==> src/rtl/serreg_port.sv <==
module serreg_port #(
  parameter int ADDR_W = 13
) (
  input  logic              clk,
  input  logic              rst_n,
  input  logic              cs_n,
  input  logic              sclk,
  input  logic              sdio_in,
  output logic              sdio_out,
  output logic              sdio_oe,
  output logic              sdo_out,
  output logic              sdo_oe,
  input  logic              cfg_lsb_first,
  input  logic              cfg_sep_sdo,
  output logic [ADDR_W-1:0] reg_addr,
  output logic [7:0]        reg_wdata,
  output logic              reg_we,
  input  logic [7:0]        reg_rdata
);
  localparam int IW = ADDR_W + 3;
  localparam int CW = $clog2(IW);

  typedef enum logic [1:0] {PH_INSTR, PH_DATA, PH_DONE} phase_t;

  phase_t         ph;
  logic           sclk_q, rd, step, drv, dout;
  logic [1:0]     len, nb;
  logic [CW-1:0]  cnt;
  logic [IW-1:0]  ish;
  logic [7:0]     dsh;

  wire rise     = ~cs_n & sclk & ~sclk_q;
  wire fall     = ~cs_n & ~sclk & sclk_q;
  wire boundary = (cnt[2:0] == 3'd0);
  wire stream   = (len == 2'b11);
  wire last_b   = ~stream & (nb == len);
  wire [2:0] bsel = cfg_lsb_first ? cnt[2:0] : 3'd7 - cnt[2:0];

  wire [IW-1:0] ish_nx = cfg_lsb_first ? {sdio_in, ish[IW-1:1]} : {ish[IW-2:0], sdio_in};
  wire [7:0]    dsh_nx = cfg_lsb_first ? {sdio_in, dsh[7:1]}    : {dsh[6:0], sdio_in};

  assign sdio_out = dout;
  assign sdo_out  = dout;
  assign sdio_oe  = drv & ~cfg_sep_sdo & ~cs_n;
  assign sdo_oe   = drv &  cfg_sep_sdo & ~cs_n;

  always_ff @(posedge clk or negedge rst_n) begin
    if (!rst_n) begin
      ph <= PH_INSTR;
      sclk_q <= 1'b0;
      cnt <= '0;
      ish <= '0;
      dsh <= '0;
      rd <= 1'b0;
      len <= 2'b00;
      nb <= 2'b00;
      step <= 1'b0;
      drv <= 1'b0;
      dout <= 1'b0;
      reg_addr <= '0;
      reg_wdata <= '0;
      reg_we <= 1'b0;
    end else begin
      sclk_q <= sclk;
      reg_we <= 1'b0;
      step   <= 1'b0;
      if (step)
        reg_addr <= cfg_lsb_first ? reg_addr + ADDR_W'(1) : reg_addr - ADDR_W'(1);
      if (cs_n) begin
        if (!boundary || ph == PH_DONE || (ph == PH_DATA && stream)) begin
          ph  <= PH_INSTR;
          cnt <= '0;
          nb  <= 2'b00;
          drv <= 1'b0;
        end
      end else if (rise) begin
        case (ph)
          PH_INSTR: begin
            ish <= ish_nx;
            if (cnt == CW'(IW-1)) begin
              ph       <= PH_DATA;
              cnt      <= '0;
              nb       <= 2'b00;
              rd       <= ish_nx[IW-1];
              len      <= ish_nx[IW-2 -: 2];
              reg_addr <= ish_nx[ADDR_W-1:0];
            end else begin
              cnt <= cnt + 1'b1;
            end
          end
          PH_DATA: begin
            dsh <= dsh_nx;
            if (cnt[2:0] == 3'd7) begin
              cnt  <= '0;
              step <= 1'b1;
              nb   <= nb + 1'b1;
              if (!rd) begin
                reg_we    <= 1'b1;
                reg_wdata <= dsh_nx;
              end
              if (last_b) ph <= PH_DONE;
            end else begin
              cnt <= cnt + 1'b1;
            end
          end
          default: ;
        endcase
      end else if (fall && ph == PH_DATA && rd) begin
        dout <= reg_rdata[bsel];
        drv  <= 1'b1;
      end
    end
  end
endmodule

==> config.mk <==
export PLATFORM = sky130hd
export DESIGN_NAME = serreg_port
export DESIGN_NICKNAME = d
export VERILOG_FILES = /design/src/rtl/serreg_port.sv
export SDC_FILE = /design/constraint.sdc
export NUM_CORES = 1
export LEC_CHECK = 0
export BUFFER_PORTS_ARGS = -buffer_cell sky130_fd_sc_hd__buf_4
export CAP_MARGIN = 20
export CORE_MARGIN = 2
export CORE_UTILIZATION = 40
export CTS_CLUSTER_SIZE = 14
export DETAILED_ROUTE_END_ITERATION = 16
export PLACE_DENSITY = 0.57
export SLEW_MARGIN = 20
export SYNTH_ARGS = -nofsm -noshare
export SYNTH_HDL_FRONTEND = slang
export SYNTH_SLANG_ARGS = --single-unit
==> constraint.sdc <==
create_clock -name clk -period 6.26 [get_ports clk]
set_input_delay 1.878 -clock clk [delete_from_list [all_inputs] [get_ports clk]]
set_output_delay 1.878 -clock clk [all_outputs]
set_load 0.02 [all_outputs]
-- Yosys cells after proc, flatten, opt, wreduce, memory -nomap -nowiden
Index checks and enable logic that the tools add are counted.
- reductions and logical operators: 20
- order comparisons: 1
- equal/unequal tests: 11
- multiplexer cells: 42
- add/sub/neg operators: 5
- bitwise logic cells: 16
- operators by type and width (kind ; number):
    13-bit two-way mux ; 6
    2-bit two-way mux ; 10
    4-bit two-way mux ; 5
    16-bit two-way mux ; 1
    3-bit AND reduction ; 5
    1-bit two-way mux ; 14
    13-bit by 1-bit adder with 13-bit output (second input constant) ; 1
    13-bit by 1-bit subtractor with 13-bit output (second input constant) ; 1
    5-bit AND reduction ; 2
    1-bit AND ; 9
    8-bit two-way mux ; 1
    2-bit case mux with 2 select lines ; 2
    4-bit case mux with 2 select lines ; 1
    1-bit NOT ; 7
    3-bit inequality test (second input constant) ; 2
    6-bit AND reduction ; 1
    4-bit by 1-bit adder with 4-bit output (second input constant) ; 1
    2-bit equality test (second input constant) ; 2
    4-bit equality test (second input constant) ; 1
    3-bit by 4-bit < comparator with 1-bit output (second input constant) ; 1
    4-bit AND reduction ; 1
    2-bit nonzero test ; 2
    1-bit binary-select mux with 3-bit select ; 1
    3-bit equality test (second input constant) ; 1
    14 further kinds ; 17
- word-level logic and storage cells: 109
- input port bits: 15
- register bits: 61
- output and inout bits: 26

-- Longest topological paths before layout
Gate-level depths: netlist (run 1).
- word-level depth: 8
- mapped depth: 11
- depth with buffers taken out: 10

-- Worst setup path before layout (run 1)
Ideal clock, no wire load.
- path type: input to output
- start: input port cs_n
- end: output port sdio_oe
- path buffers: 1
- arrival time: 2.568 ns
- required time: 4.382 ns
- stages: 2
- setup slack: 1.814 ns
- cells stage by stage: buf_4 nor3b_1
- longest elaborated chain between the ends: 2
- ends and longest elaborated chain (item ; RTL line ; RTL):
    from (decl) ; 6 ; input logic cs_n,
    1-bit NOT (no line) ; - ;
    1-bit AND ; 44 ; assign sdio_oe = drv & ~cfg_sep_sdo & ~cs_n;
    to (decl) ; 10 ; output logic sdio_oe,
Every way passes these cells.

-- Final worst setup path (run 1)
Ends and elaborated chain as after synthesis.

==> flow_summary.ini, run 1 <==
[floorplan]
pin_count = 41
start_util = 0.408
die_y_um = 97.6
fp-row-count = 34
dieArea_mm2 = 0.00953
core_mm2 = 0.00859
die_w_um = 97.6

[critical_path]
cp.arrival_ns = 2.40
r2r_slack_ns = 4.01
critPathLaunch = cs_n
setup.worst_path.start_class = input pin
required_ns = 4.38
r2r.worst_path.cells = 8
endpoint_kind = output port
path_max_fanout = 8
r2r-end = reg_addr[8]$_DFF_PN0_
crit_type = input pin to output port
reg2reg_from = reg_addr[0]$_DFF_PN0_

[cells_and_area]
syn_to_final_growth_pct = 14.8
drive_above_1_share = 0.179
fin_nets = 429
antennaDiodeCount = 0
fin_cells = 510

[sta]
setup_tns_ns = 0
hold_viol_final = 0
fin_crit_sh = 0.684
rsz0062_at_grt = false
worstMarginPinSlew_ns = 0.785
skew_ns = 0.0124
report.final.slew_viol_count = 0
holdWs_ns = 0.495
setup_slack_ns = 1.98
relSlewSlack = 0.477
setup_violations = 0
max_freq_mhz = 234
fin_crit_ns = 4.28

[min_path]
hold-path-cell-count = 2
min_to = dsh[7]$_DFFE_PN0P_
hold_class = flop to flop
min-delay-start = dsh[7]$_DFFE_PN0P_

[synth]
synth_area_mm2 = 0.00351
synth-seq-cells = 61
synth_enable_flop_cells = 0
synth_cell_type_count = 54
synth.area.top_cells = dfrtp_1 44%, mux2i_1 7.1%, a21oi_1 6.6%
synth_nets = 394
synthTopCellsByCount = 61 x dfrtp_1, 46 x a21oi_1, 44 x nor2_1
synth_cells = 364
avgSynthCellArea_um2 = 9.63
yosysMostFrequentCell = dfrtp_1
synth_top_area_frac = 0.435
ys_seq_area_frac = 0.435
yosys_warnings = 0
yosys.area.top_type = dfrtp_1
synthArstFlopShare = 1.00
synth_flop_cell = dfrtp_1

[clock_tree]
cts_root_buf = clkbuf_8
cts_tree = built
cts_buffers = 9
cts_setup_buffers = 0
ctsLongestPathBuffers = 2
ctsHoldBuffers = 0
clock_latency_ns = 0.34
cts-htree-levels = 3
path_clk_slew_ns = 0.06
cts_sinks = 61
postCtsResizedCells = 0

[job]
cap_violations = 0

[global_routing]
grt_max_degree = 62
track_usage = 0.164
first_global_vias = 2710
antenna_found_initial = 0
grt_overflow_total = 0
grt_pass1_wl_mm = 12.8

[routing]
first_pass_iters = 5
post_drt_via_cell_ratio = 5.36
drc = 0
via_count = 2735
routedWlPerCell_um = 14.2
ant_nets = 0
drt_wl_total_mm = 7.25
drtIter0Drc = 83

[power_and_ir_drop]
p_seq_frac = 0.475
p_int_w = 0.000780
p_per_area_mw_per_mm2 = 295
p_switching_w = 0.000407
p_comb_frac = 0.270
swShare = 0.343
p_leak_nw = 1.91
ir_drop_uv = 131
clkPwrFrac = 0.255

[placed_design]
dp_slack_ns = 1.65
place.gp.congestion = 0.791
post-place-cells = 495
dpl.hpwl_mm = 5.15
portBuffers = 40

[status]
status = finished clean
==> cell families after synthesis <==
group | Yosys count | share of synthesized area
flip-flops | 61 | 0.435
multiplexers | 29 | 0.0906
AND/OR/NAND/NOR | 106 | 0.149
AO/OA/AOI/OAI | 118 | 0.209
adder cells (fa/ha/maj) | 15 | 0.0557
buffers and inverters | 25 | 0.0357
XOR/XNOR | 10 | 0.0250
==> flip-flops by register name, indices dropped and copies added, names as in the netlist <==
| register | flops |
|---|---|
| sclk_q | 1 |
| drv | 1 |
| sdio_out | 1 |
| reg_addr | 13 |
| reg_we | 1 |
| rd | 1 |
| len | 2 |
| reg_wdata | 8 |
| dsh | 8 |
| cnt | 4 |
| ish | 16 |
| step | 1 |
| ph | 2 |
| nb | 2 |
==> how the worst max path moves through the flow <==
stage,to,slack [ns],cells past startpoint
after floorplan,sdio_oe,1.81,2
after global placement,reg_addr[10]$_DFF_PN0_,1.71,10
after detailed placement,reg_addr[8]$_DFF_PN0_,1.65,10
after CTS,sdio_oe,1.97,3
after global routing,reg_addr[8]$_DFF_PN0_,1.74,10
final,sdio_oe,1.98,3
==> metrics by stage <==
step | util | total power (W) | cell area, µm²
finish | 0.469 | 0.00119 | 4030
detailed placement | 0.448 | 0.000894 | 3850
floorplan | - | 0.000803 | 3510
CTS | 0.467 | 0.00120 | 4010
global placement | 0.448 | 0.000886 | 3850
global route | 0.469 | 0.00128 | 4030
==> per-layer routing <==
metal | global-route usage | routed length, µm | up-vias
li1 | - | - | 1382
met1 | 0.223 | 3500 | 1284
met2 | 0.251 | 3330 | 56
met3 | 0.0302 | 282 | 13
met4 | 0.0801 | 148 | 0
met5 | 0 | 0 | -
==> final cells by class <==
type	count	area (µm²)
fillers	874	4570
multi-input cells	278	1860
flip-flops and latches	61	1530
repair buffers	41	315
clock buffers	12	155
well taps	108	135
inverters	8	30.0
clock inverters	2	10.0
==> power by group through the flow <==
| stage | Sequential, W | Clock (W) | Combinational, W |
|---|---|---|---|
| after floorplan | 0.000546 | 0 | 0.000257 |
| after global placement | 0.000571 | 0 | 0.000315 |
| after detailed placement | 0.000572 | 0 | 0.000322 |
| after CTS | 0.000565 | 0.000316 | 0.000322 |
| after global routing | 0.000577 | 0.000337 | 0.000368 |
| final | 0.000564 | 0.000303 | 0.000320 |
==> cell usage in the layout (no fill, tap or decap), types with 2 or more instances in the layout <==
cell / count
a21oi_2: 2
mux2_2: 2
nor3b_1: 2
a221oi_1: 2
mux4_2: 2
ha_1: 14
and2_1: 2
a31oi_1: 4
nand3_1: 3
a311oi_1: 2
o2bb2ai_1: 2
nor2b_1: 7
a211oi_2: 3
inv_1: 8
mux2i_1: 25
nand2_1: 31
o211ai_1: 2
a211oi_1: 7
nor2_1: 44
and3_1: 2
a22oi_1: 2
clkbuf_8: 11
buf_4: 40
o21ai_0: 29
nor3_1: 3
a21o_1: 5
dfrtp_1: 61
nor3_4: 2
o31ai_1: 3
a21oi_1: 46
clkinv_2: 2
xor2_1: 5
xnor2_1: 5
==> worst max-delay path, cell delays in order <==
cell,delay [ns]
buf_4,0.15
nor3b_1,0.20
buf_4,0.17
No activity file was read; power rests on OpenSTA's default activity.
==> run 2: changes to the inputs <==
--- a/config.mk
+++ b/config.mk
@@ -5,6 +5,7 @@
 export SDC_FILE = /design/constraint.sdc
 export NUM_CORES = 1
 export LEC_CHECK = 0
+export ABC_AREA = 1
 export BUFFER_PORTS_ARGS = -buffer_cell sky130_fd_sc_hd__buf_4
 export CAP_MARGIN = 20
 export CORE_MARGIN = 2
==> constraint.sdc (replaced) <==
create_clock -name clk -period 4.2 [get_ports clk]
set_input_delay 1.26 -clock clk [delete_from_list [all_inputs] [get_ports clk]]
set_output_delay 1.26 -clock clk [all_outputs]
set_load 0.02 [all_outputs]
==> run 2 against run 1 <==
  * Register-to-register slack got worse by 1.7 ns
  * Sequential share of layout area fell by 2.7 points
  * Via count increased by 19%
  * Flip-flop and latch count unchanged
  * Routed wire length up 15%
  * Die area is 6.8% higher
  * Sequential power increased by 47%
  * Count of clock-buffer cells in the layout down 1
==> flow_summary.ini, run 2 <==
[critical_path]
worstSetupEndpoint = sdio_oe
path_max_fanout = 6
cp_slowest_cell = buf_4
worstPathCellList = buf_4 > inv_1 > nand2_1 > nor2_1 > buf_4
r2r-end = reg_addr[8]$_DFF_PN0_
critPathLaunch = cs_n
crit_top_cell = buf_4
r2r.worst_path.cells = 8
required_ns = 2.94
setup.worst_path.start_class = input pin
cp.arrival_ns = 1.81
endpoint_kind = output port
cp_slowest_stage_delay_ns = 0.15
crit_type = input pin to output port
r2r_slack_ns = 2.35
reg2reg_from = reg_addr[0]$_DFF_PN0_

[cells_and_area]
n_fill_cell = 922
drive_above_1_share = 0.149
final_common_cell = nand2_1
regMostFlops = ish
antennaDiodeCount = 0
largest_reg_flops = 16
largestRegisters = ish x16, reg_addr x13
syn_to_final_growth_pct = 15.5
fin_nets = 570
layout_common_cells = 148 x nand2_1, 64 x inv_1, 62 x o21ai_0

[routing]
drc = 0
via_count = 3241
routedWlPerCell_um = 12.7
post_drt_via_cell_ratio = 4.94
drtIter0Drc = 130
drt_wl_total_mm = 8.31
first_pass_iters = 4
ant_nets = 0

[clock_tree]
ctsLongestPathBuffers = 2
ctsHoldBuffers = 0
cts-htree-levels = 3
cts_root_buf = clkbuf_8
clock_latency_ns = 0.34
postCtsResizedCells = 0
path_clk_slew_ns = 0.06
cts_sinks = 61
cts_tree = built
cts_setup_buffers = 0
cts_buffers = 9

[synth]
ys_seq_area_frac = 0.406
synth.area.top_cells = dfrtp_1 41%, nand2_1 15%, o21ai_0 8.3%
yosysMostFrequentCell = nand2_1
avgSynthCellArea_um2 = 7.51
synth_enable_flop_cells = 0
synthTopCellsByCount = 148 x nand2_1, 64 x inv_1, 62 x o21ai_0
yosys_warnings = 0
synth_cell_type_count = 34
synth_nets = 530
synth_cells = 500
synth_area_mm2 = 0.00376
synthArstFlopShare = 1.00
yosys.area.top_type = dfrtp_1
synth-seq-cells = 61
synth_flop_cell = dfrtp_1
synth_top_area_frac = 0.406

[power_and_ir_drop]
p_seq_frac = 0.428
clkPwrFrac = 0.288
p_int_w = 0.00124
p_leak_nw = 2.27
p_comb_frac = 0.284
p_per_area_mw_per_mm2 = 445
p_switching_w = 0.000689
ir_drop_uv = 192
swShare = 0.357

[sta]
fin_crit_sh = 0.732
hold_viol_final = 0
setup_violations = 0
setup_tns_ns = 0
rsz0062_at_grt = false
skew_ns = 0.0107
relSlewSlack = 0.467
report.final.slew_viol_count = 0
holdWs_ns = 0.498
worstMarginPinSlew_ns = 0.799
fin_crit_ns = 3.07
max_freq_mhz = 325

[floorplan]
dieArea_mm2 = 0.0102
core_mm2 = 0.00920
die_y_um = 101
fp-row-count = 35
pin_count = 41
die_w_um = 101
start_util = 0.409

[placed_design]
dpl.hpwl_mm = 5.91
portBuffers = 40
place.gp.congestion = 0.877

[global_routing]
antenna_found_initial = 0
first_global_vias = 3095
track_usage = 0.176
grt_overflow_total = 0
grt_max_degree = 62
grt_pass1_wl_mm = 14.2

[min_path]
hold_class = flop to flop

[job]
cap_violations = 0

[status]
status = finished clean
## run 2: routing by layer
| metal | share of wire | GRT usage |
|---|---|---|
| met5 | 0 | 0 |
| met3 | 0.034 | 0.0312 |
| met1 | 0.49 | 0.237 |
| met2 | 0.46 | 0.284 |
| met4 | 0.012 | 0.0634 |
## run 2: area by class of cell
cell class,instances,area (µm²),area share
clock inverters,5,58.8,0.0135
flip-flops and latches,61,1530,0.352
multi-input cells,355,1880,0.433
inverters,70,263,0.0605
clock buffers,11,151,0.0349
well taps,111,139,0.0320
repair buffers,43,323,0.0744
## run 2: how the worst min path moves through the flow
stage                              startpoint                   to  slack, ns  cells after the start
after floorplan                rd$_DFFE_PN0P_     reg_we$_DFF_PN0_       0.45                      1
after CTS                  dsh[7]$_DFFE_PN0P_   dsh[7]$_DFFE_PN0P_       0.50                      2
final                      dsh[7]$_DFFE_PN0P_   dsh[7]$_DFFE_PN0P_       0.50                      2
after detailed placement   dsh[7]$_DFFE_PN0P_   dsh[7]$_DFFE_PN0P_       0.48                      2
after global routing       dsh[7]$_DFFE_PN0P_   dsh[7]$_DFFE_PN0P_       0.52                      2
after global placement    ish[15]$_DFFE_PN0P_  ish[15]$_DFFE_PN0P_       0.47                      2
## run 2: kinds of logic (layout without fill, tap and decap cells)
logic type,Yosys count,count (layout),synth area share
muxes,7,7,0.0280
adders and majority gates,15,15,0.0519
DFF,61,61,0.406
buffers and inverters,84,129,0.0936
xor gates and xnor gates,11,11,0.0256
and+or+nand+nor,227,227,0.263
AOI/OAI and AO/OA,95,95,0.132
## run 2: power by group through the flow
| stage | combinational (W) | clock, W | sequential [W] |
|---|---|---|---|
| global route | 0.000645 | 0.000601 | 0.000849 |
| global placement | 0.000545 | 0 | 0.000835 |
| CTS | 0.000555 | 0.000571 | 0.000828 |
| floorplan | 0.000415 | 0 | 0.000826 |
| detailed placement | 0.000550 | 0 | 0.000839 |
| finish | 0.000548 | 0.000555 | 0.000827 |
## run 2: per-stage QoR
step	util	setup WS (ns)	power [W]	cell area (µm²)	instances
final	0.472	1.13	0.00193	4340	656
after floorplan	-	1.19	0.00124	3760	500
after CTS	0.472	1.13	0.00195	4340	656
after global routing	0.472	1.08	0.00209	4340	656
after detailed placement	0.449	1.14	0.00139	4130	640
after global placement	0.449	1.13	0.00138	4130	640
## run 2: critical path: cells and delay by family
kind / cells / cell delay, ns
simple gates: 2 / 0.17
buf+inv: 3 / 0.39
==> run 3: changes to the inputs <==
==> constraint.sdc (replaced) <==
create_clock -name clk -period 3.1 [get_ports clk]
set_input_delay 0.93 -clock clk [delete_from_list [all_inputs] [get_ports clk]]
set_output_delay 0.93 -clock clk [all_outputs]
set_load 0.02 [all_outputs]
==> run 3 against run 2 <==
  * Non-clock buffer count rose by 1
  * Sequential share of layout area fell by 0.18 points
  * Critical path type unchanged
  * Clock skew decreased by 0.0012 ns
  * Largest cell class unchanged
  * Flip-flop and latch count unchanged
  * Via count decreased by 0.46%
==> flow_summary.ini, run 3 (synthesis gave the netlist of run 2 again) <==
[critical_path]
worstPathCellList = buf_4 > inv_1 > nand2_1 > nor2_1 > buf_4
crit_type = input pin to output port
cp_slowest_stage_delay_ns = 0.14
endpoint_kind = output port
required_ns = 2.17
cp_slowest_cell = buf_4
path_max_fanout = 6
setup.worst_path.start_class = input pin
critPathTopFamily = buffers and inverters
crit_top_cell = buf_4
cp.arrival_ns = 1.50
worst-path-buf-inv = 3

[sta]
worstMarginPinSlew_ns = 0.795
hold_viol_final = 0
setup_violations = 0
fin_crit_sh = 0.785
relSlewSlack = 0.470
skew_ns = 0.00942
max_freq_mhz = 411
setup_slack_ns = 0.666
rsz0062_at_grt = false
setup_tns_ns = 0
fin_crit_ns = 2.43
report.final.slew_viol_count = 0

[floorplan]
core_mm2 = 0.00920
pin_count = 41
fp-row-count = 35
die_y_um = 101
die_w_um = 101
start_util = 0.409
dieArea_mm2 = 0.0102

[clock_tree]
cts_setup_buffers = 0
cts_tree = built
cts_root_buf = clkbuf_8
path_clk_slew_ns = 0.06
cts-htree-levels = 3
cts_sinks = 61
clock_latency_ns = 0.33
postCtsResizedCells = 0
cts_buffers = 9
ctsLongestPathBuffers = 2
ctsHoldBuffers = 0

[power_and_ir_drop]
p_seq_frac = 0.419
p_int_w = 0.00176
p_leak_nw = 2.29
p_per_area_mw_per_mm2 = 613
ir_drop_uv = 231
clkPwrFrac = 0.301
p_comb_frac = 0.280
p_switching_w = 0.000912
swShare = 0.341

[cells_and_area]
layout_common_cells = 148 x nand2_1, 64 x inv_1, 62 x o21ai_0
final_common_cell = nand2_1
regMostFlops = ish
stdcell_area_mm2 = 0.00436
postLayoutCoreUtil = 0.474
largest_reg_flops = 16
n_fill_cell = 944
syn_to_final_growth_pct = 16.1
largestRegisters = ish x16, reg_addr x13
fin_nets = 571
antennaDiodeCount = 0
drive_above_1_share = 0.148

[placed_design]
place.gp.congestion = 0.915
placed_area_mm2 = 0.00414
portBuffers = 40
dp_slack_ns = 0.348
dpl.hpwl_mm = 5.93

[global_routing]
first_global_vias = 3056
antenna_found_initial = 0
grt_overflow_total = 0
track_usage = 0.172
grt_pass1_wl_mm = 14.0
grt_max_degree = 62

[routing]
post_drt_via_cell_ratio = 4.91
routedWlPerCell_um = 12.5
first_pass_iters = 4
drc = 0
via_count = 3226
dr_wl_met3_um = 235
drtIter0Drc = 161
ant_nets = 0
wl_met1_mm = 4.10
top_layer = met4
wl_met2_mm = 3.73
drt_wl_total_mm = 8.19

[status]
status = finished clean

[min_path]
hold_class = flop to flop

[job]
cap_violations = 0
==> run 3: final timing paths <==
check | cells after the start | end | from | slack, ns
setup / recovery | 5 | sdio_oe | cs_n | 0.67
hold / removal | 2 | ish[15]$_DFFE_PN0P_ | ish[15]$_DFFE_PN0P_ | 0.49
setup reg to reg | 8 | reg_addr[8]$_DFF_PN0_ | reg_addr[0]$_DFF_PN0_ | 1.24
hold reg to reg | 2 | ish[15]$_DFFE_PN0P_ | ish[15]$_DFFE_PN0P_ | 0.49
max in group asynchronous | 1 | ish[3]$_DFFE_PN0P_ | rst_n | 1.89
min in group asynchronous | 1 | ph[1]$_DFFE_PN0P_ | rst_n | 0.67
==> run 3: layout make-up <==
type,instances,area (µm²),share of cell area
clock inverter,4,70.1,0.0161
timing repair buffer,44,330,0.0757
sequential,61,1530,0.350
tap,111,139,0.0318
clock buffer,12,155,0.0356
multi-input combinational,355,1880,0.431
inverter,70,263,0.0602
==> run 3: worst min-delay path: stages (launching register included) <==
cell	delay (ns)
dfrtp_1	0.35
nand2_1	0.05
o21ai_0	0.06
==> run 3: per-layer routing <==
metal | track usage | vias up
met2 | 0.274 | 44
met4 | 0.0655 | 0
met1 | 0.235 | 1488
li1 | - | 1681
met3 | 0.0284 | 13
met5 | 0 | -
==> run 3: power groups by stage <==
stage               registers, W  logic (W)  clock network, W
detailed placement       0.00114   0.000750                 0
global route             0.00115   0.000879          0.000865
floorplan                0.00112   0.000562                 0
finish                   0.00112   0.000748          0.000805
CTS                      0.00112   0.000756          0.000829
global placement         0.00113   0.000738                 0
==> run 3: through the flow <==
step                      hold slack [ns]  total power [W]  std cells
final                               0.491          0.00267        657
after global routing                0.529          0.00290        657
after CTS                           0.499          0.00271        657
after detailed placement            0.483          0.00189        641
after global placement              0.474          0.00187        641
after floorplan                     0.453          0.00168        500
